$ cat src/rtl/xc_pkg.sv
package xc_pkg;
  typedef enum logic {
    XC_SOLO = 1'b0,
    XC_RING = 1'b1
  } xc_mode_e;
endpackage

$ cat src/rtl/xc_token_port.sv
module xc_token_port
  import xc_pkg::*;
#(
  parameter int DEPTH = 16,
  localparam int AW = $clog2(DEPTH)
) (
  input  logic          clk,
  input  logic          rst,
  input  xc_mode_e      mode,
  input  logic          lead,
  input  logic          req,
  input  logic          tok_in,
  output logic          permit,
  output logic [AW-1:0] addr,
  output logic          tok_out
);
  localparam logic [AW-1:0] LAST = AW'(DEPTH - 1);

  logic          held;
  logic          pulse;
  logic [AW-1:0] ptr;
  logic          ring;
  logic          use_now;
  logic          at_last;

  assign ring    = (mode == XC_RING);
  assign use_now = req & held;
  assign at_last = (ptr == LAST);

  always_ff @(posedge clk) begin
    if (rst) begin
      held  <= lead | ~ring;
      ptr   <= '0;
      pulse <= 1'b0;
    end else begin
      pulse <= 1'b0;
      if (use_now) begin
        ptr <= at_last ? '0 : ptr + 1'b1;
        if (at_last && ring) begin
          held  <= 1'b0;
          pulse <= 1'b1;
        end
      end else if (ring && tok_in && !held) begin
        held <= 1'b1;
      end
    end
  end

  assign permit  = held;
  assign addr    = ptr;
  assign tok_out = pulse;


  hand_off_chk: assert property (@(posedge clk) disable iff (rst)
    (ring && req && permit && addr == LAST) |=> (tok_out && !permit && addr == '0));

  pulse_len_chk: assert property (@(posedge clk) disable iff (rst)
    tok_out |=> !tok_out);

  idle_ptr_chk: assert property (@(posedge clk) disable iff (rst)
    !permit |=> addr == $past(addr));

  take_chk: assert property (@(posedge clk) disable iff (rst)
    (ring && !permit && tok_in) |=> (permit && addr == '0));

  solo_keep_chk: assert property (@(posedge clk) disable iff (rst)
    !ring |=> (permit && !tok_out));
endmodule

$ cat src/rtl/xc_fill_meter.sv
module xc_fill_meter #(
  parameter int DEPTH = 16,
  localparam int CW = $clog2(DEPTH + 1)
) (
  input  logic clk,
  input  logic rst,
  input  logic inc,
  input  logic dec,
  output logic above_half
);
  localparam logic [CW-1:0] HALF = CW'(DEPTH / 2);
  localparam logic [CW-1:0] FULL = CW'(DEPTH);

  logic [CW-1:0] cnt;
  logic [CW-1:0] cnt_nx;

  always_comb begin
    case ({inc, dec})
      2'b10:   cnt_nx = cnt + 1'b1;
      2'b01:   cnt_nx = cnt - 1'b1;
      default: cnt_nx = cnt;
    endcase
  end

  always_ff @(posedge clk) begin
    if (rst) begin
      cnt        <= '0;
      above_half <= 1'b0;
    end else begin
      cnt        <= cnt_nx;
      above_half <= (cnt_nx > HALF);
    end
  end


  fill_bound_chk: assert property (@(posedge clk) disable iff (rst)
    cnt <= FULL);

  half_rise_chk: assert property (@(posedge clk) disable iff (rst)
    (inc && !dec && cnt == HALF) |=> above_half);
endmodule

$ cat src/rtl/xchain_ctrl.sv
module xchain_ctrl
  import xc_pkg::*;
#(
  parameter int DEPTH = 16,
  localparam int AW = $clog2(DEPTH)
) (
  input  logic          clk,
  input  logic          rst,
  input  logic          ring_mode,
  input  logic          follower,
  input  logic          wx_in,
  input  logic          rx_in,
  input  logic          wr_en,
  input  logic          rd_en,
  input  logic          out_en,
  output logic          wr_permit,
  output logic          rd_permit,
  output logic [AW-1:0] wr_addr,
  output logic [AW-1:0] rd_addr,
  output logic          wx_out,
  output logic          rx_out,
  output logic          q_drive
);
  xc_mode_e mode;
  logic     lead;
  logic     wr_pass;
  logic     rd_pass;
  logic     half_over;

  assign mode = ring_mode ? XC_RING : XC_SOLO;
  assign lead = ~follower;

  xc_token_port #(.DEPTH(DEPTH)) wr_side (
    .clk(clk), .rst(rst), .mode(mode), .lead(lead), .req(wr_en),
    .tok_in(wx_in), .permit(wr_permit), .addr(wr_addr), .tok_out(wr_pass)
  );

  xc_token_port #(.DEPTH(DEPTH)) rd_side (
    .clk(clk), .rst(rst), .mode(mode), .lead(lead), .req(rd_en),
    .tok_in(rx_in), .permit(rd_permit), .addr(rd_addr), .tok_out(rd_pass)
  );

  xc_fill_meter #(.DEPTH(DEPTH)) meter (
    .clk(clk), .rst(rst),
    .inc(wr_en & wr_permit), .dec(rd_en & rd_permit),
    .above_half(half_over)
  );

  assign wx_out  = (mode == XC_RING) ? wr_pass : half_over;
  assign rx_out  = rd_pass;
  assign q_drive = out_en & (rd_permit | rd_pass);


  solo_rx_quiet_chk: assert property (@(posedge clk) disable iff (rst)
    (mode == XC_SOLO) |-> !rx_out);

  drive_release_chk: assert property (@(posedge clk) disable iff (rst)
    (mode == XC_RING && rx_out) |-> !rd_permit);

  rd_hand_off_chk: assert property (@(posedge clk) disable iff (rst)
    (mode == XC_RING && rd_en && rd_permit && rd_addr == AW'(DEPTH - 1))
      |=> (rx_out && !rd_permit));
endmodule

$ cat config.mk
export PLATFORM = sky130hd
export DESIGN_NAME = xchain_ctrl
export DESIGN_NICKNAME = d
export VERILOG_FILES = /design/src/rtl/xc_pkg.sv /design/src/rtl/xc_token_port.sv /design/src/rtl/xc_fill_meter.sv /design/src/rtl/xchain_ctrl.sv
export SDC_FILE = /design/constraint.sdc
export NUM_CORES = 1
export LEC_CHECK = 0
export BUFFER_PORTS_ARGS = -buffer_cell sky130_fd_sc_hd__buf_2
export CAP_MARGIN = 40
export CORE_MARGIN = 5
export CORE_UTILIZATION = 50
export CTS_BUF_LIST = sky130_fd_sc_hd__clkbuf_2
export DETAILED_ROUTE_END_ITERATION = 8
export GPL_TIMING_DRIVEN = 0
export PLACE_DENSITY = 0.84
export SYNTH_ARGS = -nofsm -noshare
export SYNTH_HDL_FRONTEND = slang
export SYNTH_SLANG_ARGS = --single-unit
$ cat constraint.sdc
create_clock -name clk -period 2.1 [get_ports clk]
set_input_delay 0.315 -clock clk [delete_from_list [all_inputs] [get_ports clk]]
set_output_delay 0.315 -clock clk [all_outputs]
set_load 0.02 [all_outputs]
### After elaboration in Yosys (flattened, before gate mapping)

Cells that the tools add are included.

| storage, ports and cells | value |
|---|---|
| register bits after elaboration | 18 |
| bits of input ports | 9 |

| operators by class | value |
|---|---|
| eq/ne operators | 6 |
| reductions and logical operators | 14 |
| multiplexer cells | 15 |
| magnitude comparators | 1 |
| bitwise operators | 9 |
| add/sub/neg operators | 4 |

Operator list:

| kind | number |
|---|---|
| 2-to-1 mux 1 bit | 12 |
| case mux 5 bit (2 select lines) | 1 |
| adder 4 x 1 -> 4 bit (second input constant) | 2 |
| == test 4 bit (second input constant) | 2 |
| 2-to-1 mux 4 bit | 2 |
| logical AND 1 bit | 6 |
| != test 3 bit (second input constant) | 2 |
| nonzero test 3 bit | 2 |
| adder 5 x 1 -> 5 bit (second input constant) | 1 |
| greater-than comparator 5 x 4 -> 1 bit (second input constant) | 1 |
| subtractor 5 x 1 -> 5 bit (second input constant) | 1 |
| inverter 1 bit | 4 |
| AND reduction 2 bit | 2 |
| OR reduction 2 bit | 2 |
| AND 1 bit | 3 |
| == test 2 x 1 -> 1 bit (second input constant) | 1 |
| == test 2 bit (second input constant) | 1 |
| zero test 1 bit | 2 |
| OR 1 bit | 2 |

### Logic depth before layout (Yosys ltp)

| depth | value |
|---|---|
| depth in word-level cells | 6 |
| depth in mapped cells | 11 |

### Cells and area by module

From an unflattened synthesis, not the netlist that was laid out.

| unflattened totals | value |
|---|---|
| cells, all modules | 116 |
| area, all modules | 1009.7 um^2 |

By module, submodules not included:

| module | sequential area each (um^2) | area each (um^2) | cells each | instances |
|---|---|---|---|---|
| xc_token_port | 130.1 | 276.5 | 32 | 2 |
| xc_fill_meter | 120.1 | 417.9 | 47 | 1 |
| xchain_ctrl | 0.0 | 38.8 | 5 | 1 |

### Least setup slack after synthesis

Ideal clock, no wire load.

| path | value |
|---|---|
| kind | reg2reg |
| from | register wr_side.held, in the netlist wr_side.permit |
| to | register meter.above_half |
| required time | 1971 ps |
| cell stages (with the launch flop) | 12 |
| path buffers | 1 |
| arrival | 2296 ps |
| period minus slack after synthesis | 2425 ps |
| setup slack | -325 ps |
| path through | edfxtp_1 -> and2_1 -> buf_2 -> inv_2 -> nand2_2 -> xnor2_1 -> ha_1 -> nor4b_1 -> a31oi_1 -> a221oi_1 -> mux2i_1 -> o41ai_2 |

| on the way | value |
|---|---|
| cells in the longest elaborated chain, start to end | 4 |
| elaborated cells on any way between the ends | 5 |

RTL lines:

| element | RTL line | source |
|---|---|---|
| from (decl) | xc_token_port.sv:19 | `logic held;` |
| from (signal assigned) | xc_token_port.sv:32 | `held <= lead \| ~ring;` |
| AND 1 bit (*) | xchain_ctrl.sv:45 | `.inc(wr_en & wr_permit), .dec(rd_en & rd_permit),` |
| == test 2 x 1 -> 1 bit or == test 2 bit (tied branches) | xc_fill_meter.sv:18 | `case ({inc, dec})` |
| case mux 5 bit (2 select lines) (*) | xc_fill_meter.sv:18 |  |
| greater-than comparator 5 x 4 -> 1 bit (*) | xc_fill_meter.sv:31 | `above_half <= (cnt_nx > HALF);` |
| to (signal assigned) | xc_fill_meter.sv:31 |  |
| to (decl) | xc_fill_meter.sv:9 | `output logic above_half` |

Every way passes the cells marked *; elsewhere a longest branch is shown, timed or not.
A chain may end at the register's enable or synchronous reset.

### Worst setup path after layout

Same ends and word-level chain as after synthesis.

==> key figures <==
Setup path
  • RR Startpoint: wr_side.permit$_DFFE_PP_
  • Crit path cell chain: and2_4 -> inv_8 -> nand2_4 -> xnor2_4 -> ha_4 -> nor4b_2 -> a31oi_1 -> a221oi_2 -> mux2i_1 -> o41ai_2
  • Worst-path maximum fanout: 5
  • Crit Path Class: reg -> reg
  • Reg2reg setup slack: -0.06 ns
  • Worst setup path startpoint: wr_side.permit$_DFFE_PP_
  • CP arrival: approximately 2.4 ns
  • Crit-path max cell delay: approximately 0.46 ns
  • End of the worst register-to-register path: meter.above_half$_SDFF_PP0_
  • CP Data Required Time: between 2 and 2.5 ns
  • R2R cell count: 10
  • CP Launch Type: flip-flop
  • CP endpoint: meter.above_half$_SDFF_PP0_
  • Slowest stage cell, crit path: edfxtp_1
  • CP endpoint kind: flip-flop

Synth
  • Synth cell count leaders: dfxtp_1, nor2_1, a21oi_1, nand2_1
  • Syn nets: 130
  • Syn Area/Cell: 8.69 um^2
  • Synth Warn #: 0
  • Cell with the most instances after synthesis: dfxtp_1
  • Synth top area share: between 30% and 40%
  • Synth Flop Type: dfxtp_1
  • Unique masters post-synth: between 40 and 50
  • Async SR Flop Fraction: 0%
  • Sequential area share after synthesis: 37.4%
  • Synthesized instance count: between 100 and 150
  • Cell taking the most area after synthesis: dfxtp_1
  • Netlist Area Pre-Place: a little over 0.001 mm^2
  • Number of synthesized flops with an enable pin: 2
  • Flops & latches, synth: 18
  • Ranking of synthesized cells by area: dfxtp_1, edfxtp_1, a21oi_1, ha_1, nor2_1

Clock tree
  • CTS buffer count: 3
  • Clock-pin slew on the worst setup and hold paths: ~0.17 ns
  • Clock Sink Count: 18
  • H-tree Lvls: 1
  • Skew-Pair Late Insertion Delay: 0.31 ns
  • Bufs on Longest Clock Path: 2
  • Clock Tree Root: clkbuf_2
  • CTS tree: built

Route
  • DRC viols: 0
  • Via Count: 971
  • Drt wl/cell: about 14 um
  • DR vias/cell: 5.55
  • First-pass detailed-route iteration total: 4
  • Routed WL: 2520 um
  • Post-DRT Antenna Nets: 0
  • Initial drt markers: 23

Placement
  • HPWL Detailed: 1710 um
  • Final GP Congestion: just over 0.7
  • Port buffer count: 21
  • Post-placement cell count: between 150 and 200

STA
  • Fin worst setup slack: -0.0583 ns
  • Period utilization: 103%
  • Unrepaired setup endpoints after global routing: true
  • Relative slew margins: approximately 68%
  • Transition time at the pin with the least slew margin: 0.476 ns
  • Fin. max-slew vios: 0
  • Final worst path period need: roughly 2.2 ns
  • Fmax: 463 MHz
  • Worst hold slack: 0.286 ns
  • Skew final: approximately 0.012 ns
  • Final Hold Fails: 0
  • Final setup vio count: 2

Worst hold path
  • Worst hold stages: 3
  • Min-delay worst type: in -> reg

Layout
  • Layout area overhead: 28.5%
  • # diodes: 0
  • Final core utilization: about 67%
  • Final Net Count: between 150 and 200
  • Filler instances: 179
  • Layout cells sized above 1: 35.8%
  • Final cell count without fillers: roughly 180

Run status
  • Failing checks: negative setup slack
  • Status: finished, violations left

Die
  • Die area: about 0.003 mm^2
  • Starting Density: between 50% and 60%
  • Core Area: between 0.0015 and 0.002 mm^2
  • I/O pin total: 22
  • Die X: 55.1 um
  • Row cnt: 16
  • Die Height: 55.1 um

Power
  • Peak supply drop: about 0.52 mV
  • PwrDens: ~630 mW/mm^2
  • LEAKAGE: between 0.5 and 0.6 nW

GRT
  • Vias in the first global route: 888
  • GRT Total Usage: 17.9%
  • Largest net degree at the start of global routing: 11
  • First-pass GRT wire length: slightly below 4000 um
  • Antenna violations before repair: 0
  • Global route overflow: 0

Flow run
  • Maxcap violations: 0
==> cells in the final DEF (no fill, tap or decap), types with 2 or more instances in the layout <==
cell       n
xor2_1     4
buf_2     23
nand2_1   11
or3_1      2
edfxtp_1   2
a21oi_1   11
a21o_1     2
dfxtp_1   16
buf_4      8
o21bai_1   2
nor3_1     2
a31oi_1    2
nor2_1    13
inv_1      4
nand4_1    2
mux2i_1    2
a311oi_1   2
o21ai_0    4
o21a_1     3
ha_1       2
clkbuf_2   3
nand2_4    2
==> power breakdown <==
part	internal, W	switching (W)	leakage, nW
clock network	0.0000414	0.000106	0.0140
logic	0.000134	0.000148	0.401
registers	0.000375	0.0000234	0.148
==> logic make-up after synthesis <==
group / after synthesis / share of synthesized area [%]
compound gates: 32 / 22.9
buf+inv: 12 / 5.53
mux: 3 / 3.08
xor+xnor: 6 / 5.17
flops: 18 / 37.4
simple gates: 42 / 21.0
fa+ha+maj: 4 / 4.92
==> area by class of cell <==
class	instances	area [um^2]	area share [%]
Buffer	4	25.0	1.91
Inverter	6	30.0	2.30
Multi-Input combinational cell	87	654	50.0
Timing Repair Buffer	29	165	12.6
Clock buffer	3	15.0	1.15
Clock inverter	1	3.75	0.287
Tap cell	27	33.8	2.58
Sequential cell	18	380	29.1
==> what timing repair did <==
item / 4_1_cts / 5_1_grt
hold buffers: 0 / 0
pin swaps: 5 / 1
setup endpoints to repair: 4 / 4
gates resized for setup: 5 / 3
buffers inserted: 5 / 3
==> state kept, by name (all words and copies together), names as in the netlist <==
| name | count |
|---|---|
| meter.above_half | 1 |
| wr_side.tok_out | 1 |
| wr_side.permit | 1 |
| rd_side.tok_out | 1 |
| meter.cnt | 5 |
| rd_side.addr | 4 |
| wr_side.addr | 4 |
| rd_side.permit | 1 |
==> worst min path at each step <==
stage / endpoint / slack, ns / from
2_1_floorplan: rd_side.tok_out$_SDFF_PP0_ / 0.47 / ring_mode
4_1_cts: rd_side.tok_out$_SDFF_PP0_ / 0.28 / rst
3_5_place_dp: rd_side.addr[1]$_SDFFE_PP0N_ / 0.50 / rd_side.addr[1]$_SDFFE_PP0N_
5_1_grt: wr_side.tok_out$_SDFF_PP0_ / 0.29 / ring_mode
3_3_place_gp: wr_side.addr[1]$_SDFFE_PP0P_ / 0.49 / wr_side.addr[1]$_SDFFE_PP0P_
6_report: rd_side.tok_out$_SDFF_PP0_ / 0.29 / rst
==> through the flow <==
step                total power [W]  worst slack, ns  TNS [ns]  area, um^2
floorplan                  0.000592           -0.200    -0.346        1060
global placement           0.000635           -0.208    -0.417        1200
detailed placement         0.000645           -0.310    -0.728        1200
CTS                        0.000809           -0.115    -0.182        1260
global route               0.000883           -0.195    -0.318        1310
finish                     0.000829          -0.0583   -0.0681        1310
==> per-layer routing <==
layer  share of wire (%)  global-route usage, %
met5                   0                      0
met4                 1.7                   6.07
met3                 4.1                   5.09
met2                  53                   31.9
met1                  41                   20.3
==> critical path, delay by kind of cell, from the launching register on <==
| family | cells | cell delay [ns] |
|---|---|---|
| AOI/OAI and AO/OA | 3 | 0.47 |
| DFF | 1 | 0.46 |
| and+or+nand+nor | 3 | 0.46 |
| muxes | 1 | 0.29 |
| adders and majority gates | 1 | 0.18 |
| xor gates and xnor gates | 1 | 0.14 |
| buffers and inverters | 1 | 0.06 |
Note: power is estimated with default switching activity, not from simulation.
